File: src/rtl/half_swap_pkg.sv
// Shared types for the page half-line swap engine.
// Assumes: nothing beyond the IEEE 1800-2017 language.
package half_swap_pkg;

    // Sequencer states of the engine
    typedef enum logic [2:0] {
        S_IDLE  = 3'd0,   // waiting for start
        S_PAGE  = 3'd1,   // evaluate one page of the list
        S_RD_A  = 3'd2,   // read lower half of a block into the buffer
        S_SW_RD = 3'd3,   // read one word of the upper half
        S_SW_WA = 3'd4,   // write that word into the lower half
        S_SW_WB = 3'd5,   // write buffered lower word into the upper half
        S_FIN   = 3'd6    // done pulse
    } swap_state_t;

endpackage

File: src/rtl/swap_half_buffer.sv
// Holds one 64-byte half-block while its partner half is copied over it.
// One synchronous write port, one combinational read port.
// Assumes: the controller never reads an entry in the same cycle it writes it.
module swap_half_buffer #(
    parameter int WIDTH = 32,
    parameter int DEPTH = 16,
    localparam int IW   = $clog2(DEPTH)
) (
    input  logic             clk,
    input  logic             rst_n,
    input  logic             wr_en_i,
    input  logic [IW-1:0]    wr_idx_i,
    input  logic [WIDTH-1:0] wr_data_i,
    input  logic [IW-1:0]    rd_idx_i,
    output logic [WIDTH-1:0] rd_data_o
);

    logic [WIDTH-1:0] store_q [DEPTH];

    // Capture one returning word into its slot
    always_ff @(posedge clk) begin
        if (!rst_n) begin
            for (int i = 0; i < DEPTH; i++) store_q[i] <= '0;
        end else if (wr_en_i) begin
            store_q[wr_idx_i] <= wr_data_i;
        end
    end

    // Present the slot the controller asks for
    assign rd_data_o = store_q[rd_idx_i];

endmodule

File: src/rtl/swap_bit_record.sv
// Per-page record of the saved address bit, plus a flag that says whether
// any record has been taken since reset.
// Assumes: arm_i is raised when a save operation is accepted, before its writes.
module swap_bit_record #(
    parameter int DEPTH = 64,
    localparam int IW   = $clog2(DEPTH)
) (
    input  logic          clk,
    input  logic          rst_n,
    input  logic          arm_i,
    input  logic          wr_en_i,
    input  logic [IW-1:0] wr_idx_i,
    input  logic          wr_bit_i,
    input  logic [IW-1:0] rd_idx_i,
    output logic          rd_bit_o,
    output logic          valid_o
);

    logic [DEPTH-1:0] bits_q;
    logic             valid_q;

    // Record exists once any save has been accepted
    always_ff @(posedge clk) begin
        if (!rst_n)     valid_q <= 1'b0;
        else if (arm_i) valid_q <= 1'b1;
    end

    // Set or clear one page's bit
    always_ff @(posedge clk) begin
        if (!rst_n)       bits_q <= '0;
        else if (wr_en_i) bits_q[wr_idx_i] <= wr_bit_i;
    end

    assign rd_bit_o = bits_q[rd_idx_i];
    assign valid_o  = valid_q;

    // A bit is only written while a save is armed
    AST_REC_WRITE_ARMED: assert property (@(posedge clk) disable iff (!rst_n)
        wr_en_i |-> valid_q);

endmodule

File: src/rtl/half_swap_engine.sv
// Page half-line swap engine.
// Save: walks page_count pages and records bit FLAG_BIT of each page's
// physical address. Restore: for every page whose current bit differs from
// the record, exchanges the two halves of each block and pulses dirty.
// Assumes: page_phys_i is page aligned and valid in the cycle page_idx_o
// shows its index; memory reads return data one cycle after mem_re_o.
module half_swap_engine
    import half_swap_pkg::*;
#(
    parameter int PHYS_W      = 32,
    parameter int MEM_AW      = 16,
    parameter int MAX_PAGES   = 64,
    parameter int PAGE_BYTES  = 4096,
    parameter int BLOCK_BYTES = 128,
    parameter int FLAG_BIT    = 17,
    localparam int WORD_BYTES = 4,
    localparam int CNT_W      = $clog2(MAX_PAGES + 1),
    localparam int IDX_W      = $clog2(MAX_PAGES)
) (
    input  logic              clk,
    input  logic              rst_n,
    input  logic              start_i,
    input  logic              save_i,
    input  logic [CNT_W-1:0]  page_count_i,
    output logic [IDX_W-1:0]  page_idx_o,
    input  logic [PHYS_W-1:0] page_phys_i,
    output logic [MEM_AW-1:0] mem_addr_o,
    output logic              mem_re_o,
    output logic              mem_we_o,
    output logic [31:0]       mem_wdata_o,
    input  logic [31:0]       mem_rdata_i,
    output logic              busy_o,
    output logic              done_o,
    output logic              dirty_o,
    output logic [IDX_W-1:0]  dirty_idx_o
);

    localparam int HALF_WORDS = BLOCK_BYTES / 2 / WORD_BYTES;
    localparam int BLOCKS     = PAGE_BYTES / BLOCK_BYTES;
    localparam int K_W        = $clog2(HALF_WORDS);
    localparam int BLK_W      = $clog2(BLOCKS);
    localparam int OFF_W      = BLK_W + 1 + K_W;
    localparam int PAGE_SH    = $clog2(PAGE_BYTES);
    localparam int SLOT_W     = MEM_AW - OFF_W;

    swap_state_t           state_q;
    logic                  save_q;
    logic [CNT_W-1:0]      cnt_q;
    logic [IDX_W-1:0]      idx_q;
    logic [SLOT_W-1:0]     slot_q;
    logic [BLK_W-1:0]      blk_q;
    logic [K_W-1:0]        k_q;
    logic                  cap_v_q;
    logic [K_W-1:0]        cap_k_q;
    logic                  dirty_q;
    logic [IDX_W-1:0]      dirty_idx_q;

    logic                  rec_bit;
    logic                  rec_valid;
    logic [31:0]           buf_rd;
    logic                  cur_bit;
    logic                  last_page;
    logic                  last_word;
    logic                  last_blk;
    logic                  mismatch;
    logic                  accept;
    logic                  upper_half;

    assign cur_bit    = page_phys_i[FLAG_BIT];
    assign last_page  = (CNT_W'(idx_q) == cnt_q - CNT_W'(1));
    assign last_word  = (k_q == K_W'(HALF_WORDS - 1));
    assign last_blk   = (blk_q == BLK_W'(BLOCKS - 1));
    assign mismatch   = (cur_bit != rec_bit);
    assign accept     = (state_q == S_IDLE) && start_i;
    assign upper_half = (state_q == S_SW_RD) || (state_q == S_SW_WB);

    // Saved-bit record, armed by an accepted save
    swap_bit_record #(.DEPTH(MAX_PAGES)) i_record (
        .clk      (clk),
        .rst_n    (rst_n),
        .arm_i    (accept && save_i),
        .wr_en_i  ((state_q == S_PAGE) && save_q),
        .wr_idx_i (idx_q),
        .wr_bit_i (cur_bit),
        .rd_idx_i (idx_q),
        .rd_bit_o (rec_bit),
        .valid_o  (rec_valid)
    );

    // Temporary copy of one lower half-block
    swap_half_buffer #(.WIDTH(32), .DEPTH(HALF_WORDS)) i_half (
        .clk       (clk),
        .rst_n     (rst_n),
        .wr_en_i   (cap_v_q),
        .wr_idx_i  (cap_k_q),
        .wr_data_i (mem_rdata_i),
        .rd_idx_i  (k_q),
        .rd_data_o (buf_rd)
    );

    // Read-return tracking: data of a lower-half read lands one cycle later
    always_ff @(posedge clk) begin
        if (!rst_n) begin
            cap_v_q <= 1'b0;
            cap_k_q <= '0;
        end else begin
            cap_v_q <= (state_q == S_RD_A);
            cap_k_q <= k_q;
        end
    end

    // Main sequencer: page walk, block walk, word walk
    always_ff @(posedge clk) begin
        if (!rst_n) begin
            state_q     <= S_IDLE;
            save_q      <= 1'b0;
            cnt_q       <= '0;
            idx_q       <= '0;
            slot_q      <= '0;
            blk_q       <= '0;
            k_q         <= '0;
            dirty_q     <= 1'b0;
            dirty_idx_q <= '0;
        end else begin
            dirty_q <= 1'b0;
            unique case (state_q)
                S_IDLE: begin
                    if (start_i) begin
                        save_q <= save_i;
                        cnt_q  <= page_count_i;
                        idx_q  <= '0;
                        if (page_count_i == '0 || (!save_i && !rec_valid))
                            state_q <= S_FIN;
                        else
                            state_q <= S_PAGE;
                    end
                end
                S_PAGE: begin
                    if (!save_q && mismatch) begin
                        dirty_q     <= 1'b1;
                        dirty_idx_q <= idx_q;
                        slot_q      <= page_phys_i[MEM_AW+1:PAGE_SH];
                        blk_q       <= '0;
                        k_q         <= '0;
                        state_q     <= S_RD_A;
                    end else if (last_page) begin
                        state_q <= S_FIN;
                    end else begin
                        idx_q <= idx_q + IDX_W'(1);
                    end
                end
                S_RD_A: begin
                    if (last_word) begin
                        k_q     <= '0;
                        state_q <= S_SW_RD;
                    end else begin
                        k_q <= k_q + K_W'(1);
                    end
                end
                S_SW_RD: state_q <= S_SW_WA;
                S_SW_WA: state_q <= S_SW_WB;
                S_SW_WB: begin
                    if (!last_word) begin
                        k_q     <= k_q + K_W'(1);
                        state_q <= S_SW_RD;
                    end else begin
                        k_q <= '0;
                        if (!last_blk) begin
                            blk_q   <= blk_q + BLK_W'(1);
                            state_q <= S_RD_A;
                        end else if (last_page) begin
                            state_q <= S_FIN;
                        end else begin
                            idx_q   <= idx_q + IDX_W'(1);
                            state_q <= S_PAGE;
                        end
                    end
                end
                S_FIN:   state_q <= S_IDLE;
                default: state_q <= S_IDLE;
            endcase
        end
    end

    // Memory port decode from the current walk position
    always_comb begin
        mem_addr_o  = {slot_q, blk_q, upper_half, k_q};
        mem_re_o    = (state_q == S_RD_A) || (state_q == S_SW_RD);
        mem_we_o    = (state_q == S_SW_WA) || (state_q == S_SW_WB);
        mem_wdata_o = (state_q == S_SW_WA) ? mem_rdata_i : buf_rd;
    end

    assign page_idx_o  = idx_q;
    assign busy_o      = (state_q != S_IDLE);
    assign done_o      = (state_q == S_FIN);
    assign dirty_o     = dirty_q;
    assign dirty_idx_o = dirty_idx_q;

    // Done never lasts longer than one cycle
    AST_DONE_PULSE: assert property (@(posedge clk) disable iff (!rst_n)
        done_o |=> !done_o);

    // Page index only ever steps up by one during an operation
    AST_IDX_ASCEND: assert property (@(posedge clk) disable iff (!rst_n)
        (busy_o && $past(busy_o) && !$stable(idx_q)) |-> (idx_q == $past(idx_q) + IDX_W'(1)));

    // Dirty pulses only come from a restore
    AST_DIRTY_RESTORE: assert property (@(posedge clk) disable iff (!rst_n)
        dirty_o |-> (busy_o && !save_q));

    // A swap never starts without a record
    AST_SWAP_HAS_RECORD: assert property (@(posedge clk) disable iff (!rst_n)
        $rose(dirty_o) |-> rec_valid);

    // No memory write outside a swap of a restore
    AST_WRITE_IN_RESTORE: assert property (@(posedge clk) disable iff (!rst_n)
        mem_we_o |-> (!save_q && !done_o));

    // A start while busy does not reload the page count
    AST_START_IGNORED: assert property (@(posedge clk) disable iff (!rst_n)
        (busy_o && $past(busy_o)) |-> $stable(cnt_q));

    // A zero count goes straight to done
    AST_ZERO_COUNT: assert property (@(posedge clk) disable iff (!rst_n)
        (accept && page_count_i == '0) |=> done_o);

endmodule

File: config.mk
export PLATFORM = sky130hd
export DESIGN_NAME = half_swap_engine
export DESIGN_NICKNAME = d
export VERILOG_FILES = /design/src/rtl/half_swap_pkg.sv /design/src/rtl/swap_half_buffer.sv /design/src/rtl/swap_bit_record.sv /design/src/rtl/half_swap_engine.sv
export SDC_FILE = /design/constraint.sdc
export NUM_CORES = 1
export LEC_CHECK = 0
export ABC_CLOCK_PERIOD_IN_PS = 4250
export BUFFER_PORTS_ARGS = -buffer_cell sky130_fd_sc_hd__buf_2
export CAP_MARGIN = 10
export CORE_MARGIN = 2
export CORE_UTILIZATION = 45
export CTS_CLUSTER_SIZE = 25
export DETAILED_ROUTE_END_ITERATION = 16
export GPL_ROUTABILITY_DRIVEN = 0
export SLEW_MARGIN = 20
export SYNTH_ARGS = -nofsm -noshare
export SYNTH_HDL_FRONTEND = slang
export SYNTH_SLANG_ARGS = --single-unit
File: constraint.sdc
create_clock -name clk -period 4.25 [get_ports clk]
set_clock_uncertainty 0.05 [all_clocks]
set_input_delay 0 -clock clk [delete_from_list [all_inputs] [get_ports clk]]
set_output_delay 0 -clock clk [all_outputs]
set_load 0.05 [all_outputs]
==> summary.md <==
| Metric | Value |
|---|---|
| Via count | 17548 |
| DIE AREA | 66600 um2 |
| Worst-path clk slew | 60 ps |
| Multi-input logic area | between 10000 and 15000 um2 |
| # DRC | 0 |
| Tmin final | 3430 ps |
| Floorplan row count | 93 |
| CTS tree | yes |
| Post-synthesis register bit count | ~630 |
| Hold Path Stages | 4 |
| Core Area | between 60000 and 70000 um2 |
| Share of layout cells above drive strength 1 | 22.7% |
| Crit-path max FO | 29 |
| R2R Setup Slk | roughly 830 ps |
| WP data arrival | around 3400 ps |
| Syn Area/Cell | between 10 and 15 um2 |
| Run status | finished clean |
| GRT overflow | 0 |
| Cell variety after synth | 60 |
| Post-synth EDFFs | 512 |
| Worst vdd ir | 0.262 mV |
| PortBufs | around 110 |
| Relative slew slack | between 20% and 30% |
| Post-synthesis cell count | 2087 |
| DIE HEIGHT | 258 um |
| Cells after DPL | 2926 |
| Worst-margin pin slew | approximately 1200 ps |
| Root Driver | clkbuf_16 |
| Crit path top cell by count | mux4_2 |
| Clock buffer depth | 3 |
| Met2 Resource Use GR | between 30 and 40% |
| Largest net degree at the start of global routing | 120 |
| Post-layout util | 52.3% |
| Asr flop ratio synth | 0% |
| Final Hold Viols | 0 |
| IO Count | 140 |
| Post-route cell area | around 34000 um2 |
| Initial antenna violation count | 3 |
| Yosys top cell by area | edfxtp_1 |
| First-pass GRT wire length | 113 mm |
| Clock network power share | between 30% and 40% |
| Crit Path Class | reg -> out |
| Seq pwr share | 43.8% |
| Slowest-stage cell, CP | dfxtp_4 |
| Worst setup SP type | register |
| Placed instance area | 30800 um2 |
| Initial DRC Count | 1683 |
| CTS Buf Count | 69 |
| Mapped cell area | 29000 um2 |
| Hold Slack | 31.7 ps |
| DPL Wire Length | 43.2 mm |
| Clk_lat worst skew | approximately 600 ps |
| Area Growth Syn to Fin | 15.5% |
| Reg2reg end | blk_q[1] |
| Max Cap Violations | 0 |
| Number of H-tree levels | 3 |
| Crit-path cells | buf_4 -> mux4_2 -> mux4_2 -> mux2_2 -> buf_2 |
| Initial DRT Pass Iterations | 5 |
| Fillers | 5266 |
| Register area share after synthesis | 60.8% |
| Die width | 258 um |
| Hold EP | i_record.bits_q[32] |
| Yosys warnings | 0 |
| Setup TNS | 0 ps |
| Main flop type after synthesis | edfxtp_1 |
| Most Crowded Layer GR | met2 |
| Leakage Power | 12.0 nW |
| Vias in the first global route | 18325 |
| Sink Count | 625 |
| Routed WL per cell | between 20 and 25 um |
| Net Sw Frac | 28.1% |
| Synth area leaders | edfxtp_1 (53%), mux4_2 (13%), and2_1 (11%) |
| RSZ-0062 raised after global routing | false |
| Final setup fails | 0 |
| Max Clock Freq | just under 300 MHz |
| Mapped Nets | 2167 |
| Antenna Violating Nets Remaining | 0 |
| Crit Reg-Reg Startpoint | page_idx_o[1] |
| Met1 Track Usage GR | 29.3% |
| Tcrit/Tclk final | 80.7% |
| Met3 usage | between 3 and 4% |
| Cells on worst reg2reg path | 9 |
| Comb pwr share | 20.8% |
| Hold/Removal Path Class | in -> reg |
| Finished Layout Cells | 3112 |
| Nets | between 2000 and 2500 |
| Area share of the largest cell type after synthesis | 53.0% |
| Routed wire length | 75.6 mm |
| Largest stage delay, worst path | 800 ps |
| Initial Util | 45.3% |
| Int Pwr | 11.7 mW |
| Worst setup EP type | output port |
| NetSw | about 4.6 mW |
| Worst path required time | roughly 4200 ps |
| Power density cells | 484 nW/um2 |
| Via-to-Cell Ratio | 5.64 |
| Hold_sp | page_phys_i[17] |
| Final Max Tran Viols | 0 |
| Total GRT Usage | 22.9% |
| Seq. cell area | 17600 um2 |
==> worst max-delay path by stage <==
| stage | endpoint | slack, ps | cells past startpoint |
|---|---|---|---|
| floorplan | i_half.store_q[8][0] | 590 | 4 |
| global placement | page_idx_o[5] | 930 | 8 |
| detailed placement | blk_q[1] | 800 | 9 |
| CTS | mem_wdata_o[16] | 710 | 5 |
| global route | blk_q[1] | 620 | 9 |
| finish | mem_wdata_o[16] | 820 | 5 |
==> synth_stat cells, types with 15 or more instances <==
library cell and instances:
a21boi_0 64, and2_1 518, buf_1 16, clkbuf_1 156, dfxtp_1 113, edfxtp_1 512, mux2_2 33, mux2i_1 27
mux4_2 162, nand2_1 114, nand3_1 38, nand4_1 35, nor2_1 47, nor2b_1 19, nor3_1 15, o21ai_0 51
==> critical path: cells and delay by family (launching register included) <==
family	cells	cell delay (ps)
mux	3	1290
buf+inv	2	650
flops	1	800
==> flip-flops by register name, indices dropped and copies added (netlist names), named ones only <==
name and cells:
dirty_idx_o 6, i_record.valid_o 1, i_record.bits_q 64, k_q 4, cap_k_q 4, state_q 3
dirty_o 1, cap_v_q 1, save_q 1, cnt_q 7, page_idx_o 6, slot_q 6
i_half.store_q 512, blk_q 5
==> metrics by stage <==
stage / power [mW] / setup slack, ps
2_1_floorplan: 9.67 / 594
3_3_place_gp: 10.6 / 930
3_5_place_dp: 10.6 / 797
4_1_cts: 16.4 / 712
5_1_grt: 16.8 / 622
6_report: 16.2 / 819
==> area by class of cell <==
cell class	count	share of cell area [%]
repair buffers	234	5.29
multi-input cells	1265	32.4
clock inverters	32	0.803
diodes	3	0.0224
flip-flops and latches	625	52.7
inverters	9	0.101
well taps	855	3.19
clock buffers	89	5.56
==> logic make-up (layout without fill, tap and decap cells) <==
logic type                 count (synthesis)  in the layout  synth area share [%]
muxes                                    225            225                  14.9
AOI/OAI and AO/OA                        180            180                  4.24
xor gates and xnor gates                  14             14                 0.422
and+or+nand+nor                          841            841                  16.7
other                                      0              3                     0
buffers and inverters                    197            364                  2.77
DFF                                      625            625                  60.8
adders and majority gates                  5              5                 0.215
==> layer usage <==
layer | share of wire, % | up-vias
met5 | 0 | -
met4 | 2.7 | 0
met3 | 5.4 | 125
met2 | 51 | 503
met1 | 41 | 9002
li1 | - | 7918
==> repair_timing <==
item                      in CTS  in global routing
gates resized for setup        0                  0
hold buffers                  62                  0
hold endpoints to repair     541                  0
buffers inserted               0                  0
==> power by group through the flow <==
stage	sequential (mW)	clock [mW]	combinational (mW)
after floorplan	7.15	0	2.52
after global placement	7.24	0	3.33
after detailed placement	7.25	0	3.34
after CTS	7.12	5.85	3.43
after global routing	7.16	6.08	3.59
final	7.12	5.74	3.38
==> cells in the final DEF, fill, tap and decap left out, types with 10 or more instances in the layout <==
cell,instances
mux2i_1,27
nor2b_1,18
buf_2,112
buf_12,11
mux2_2,33
nand4_1,35
a21oi_1,12
nor2_1,35
o21ai_4,12
dlygate4sd3_1,62
nand2_1,114
nor2_4,13
clkinv_1,11
clkbuf_1,16
edfxtp_1,512
clkbuf_16,71
mux4_2,162
o21ai_0,39
a21boi_0,64
nor3_1,11
buf_4,48
dfxtp_1,109
and2_1,518
nand3_1,38
clkinv_2,10
No activity file was read; power rests on OpenSTA's default activity.
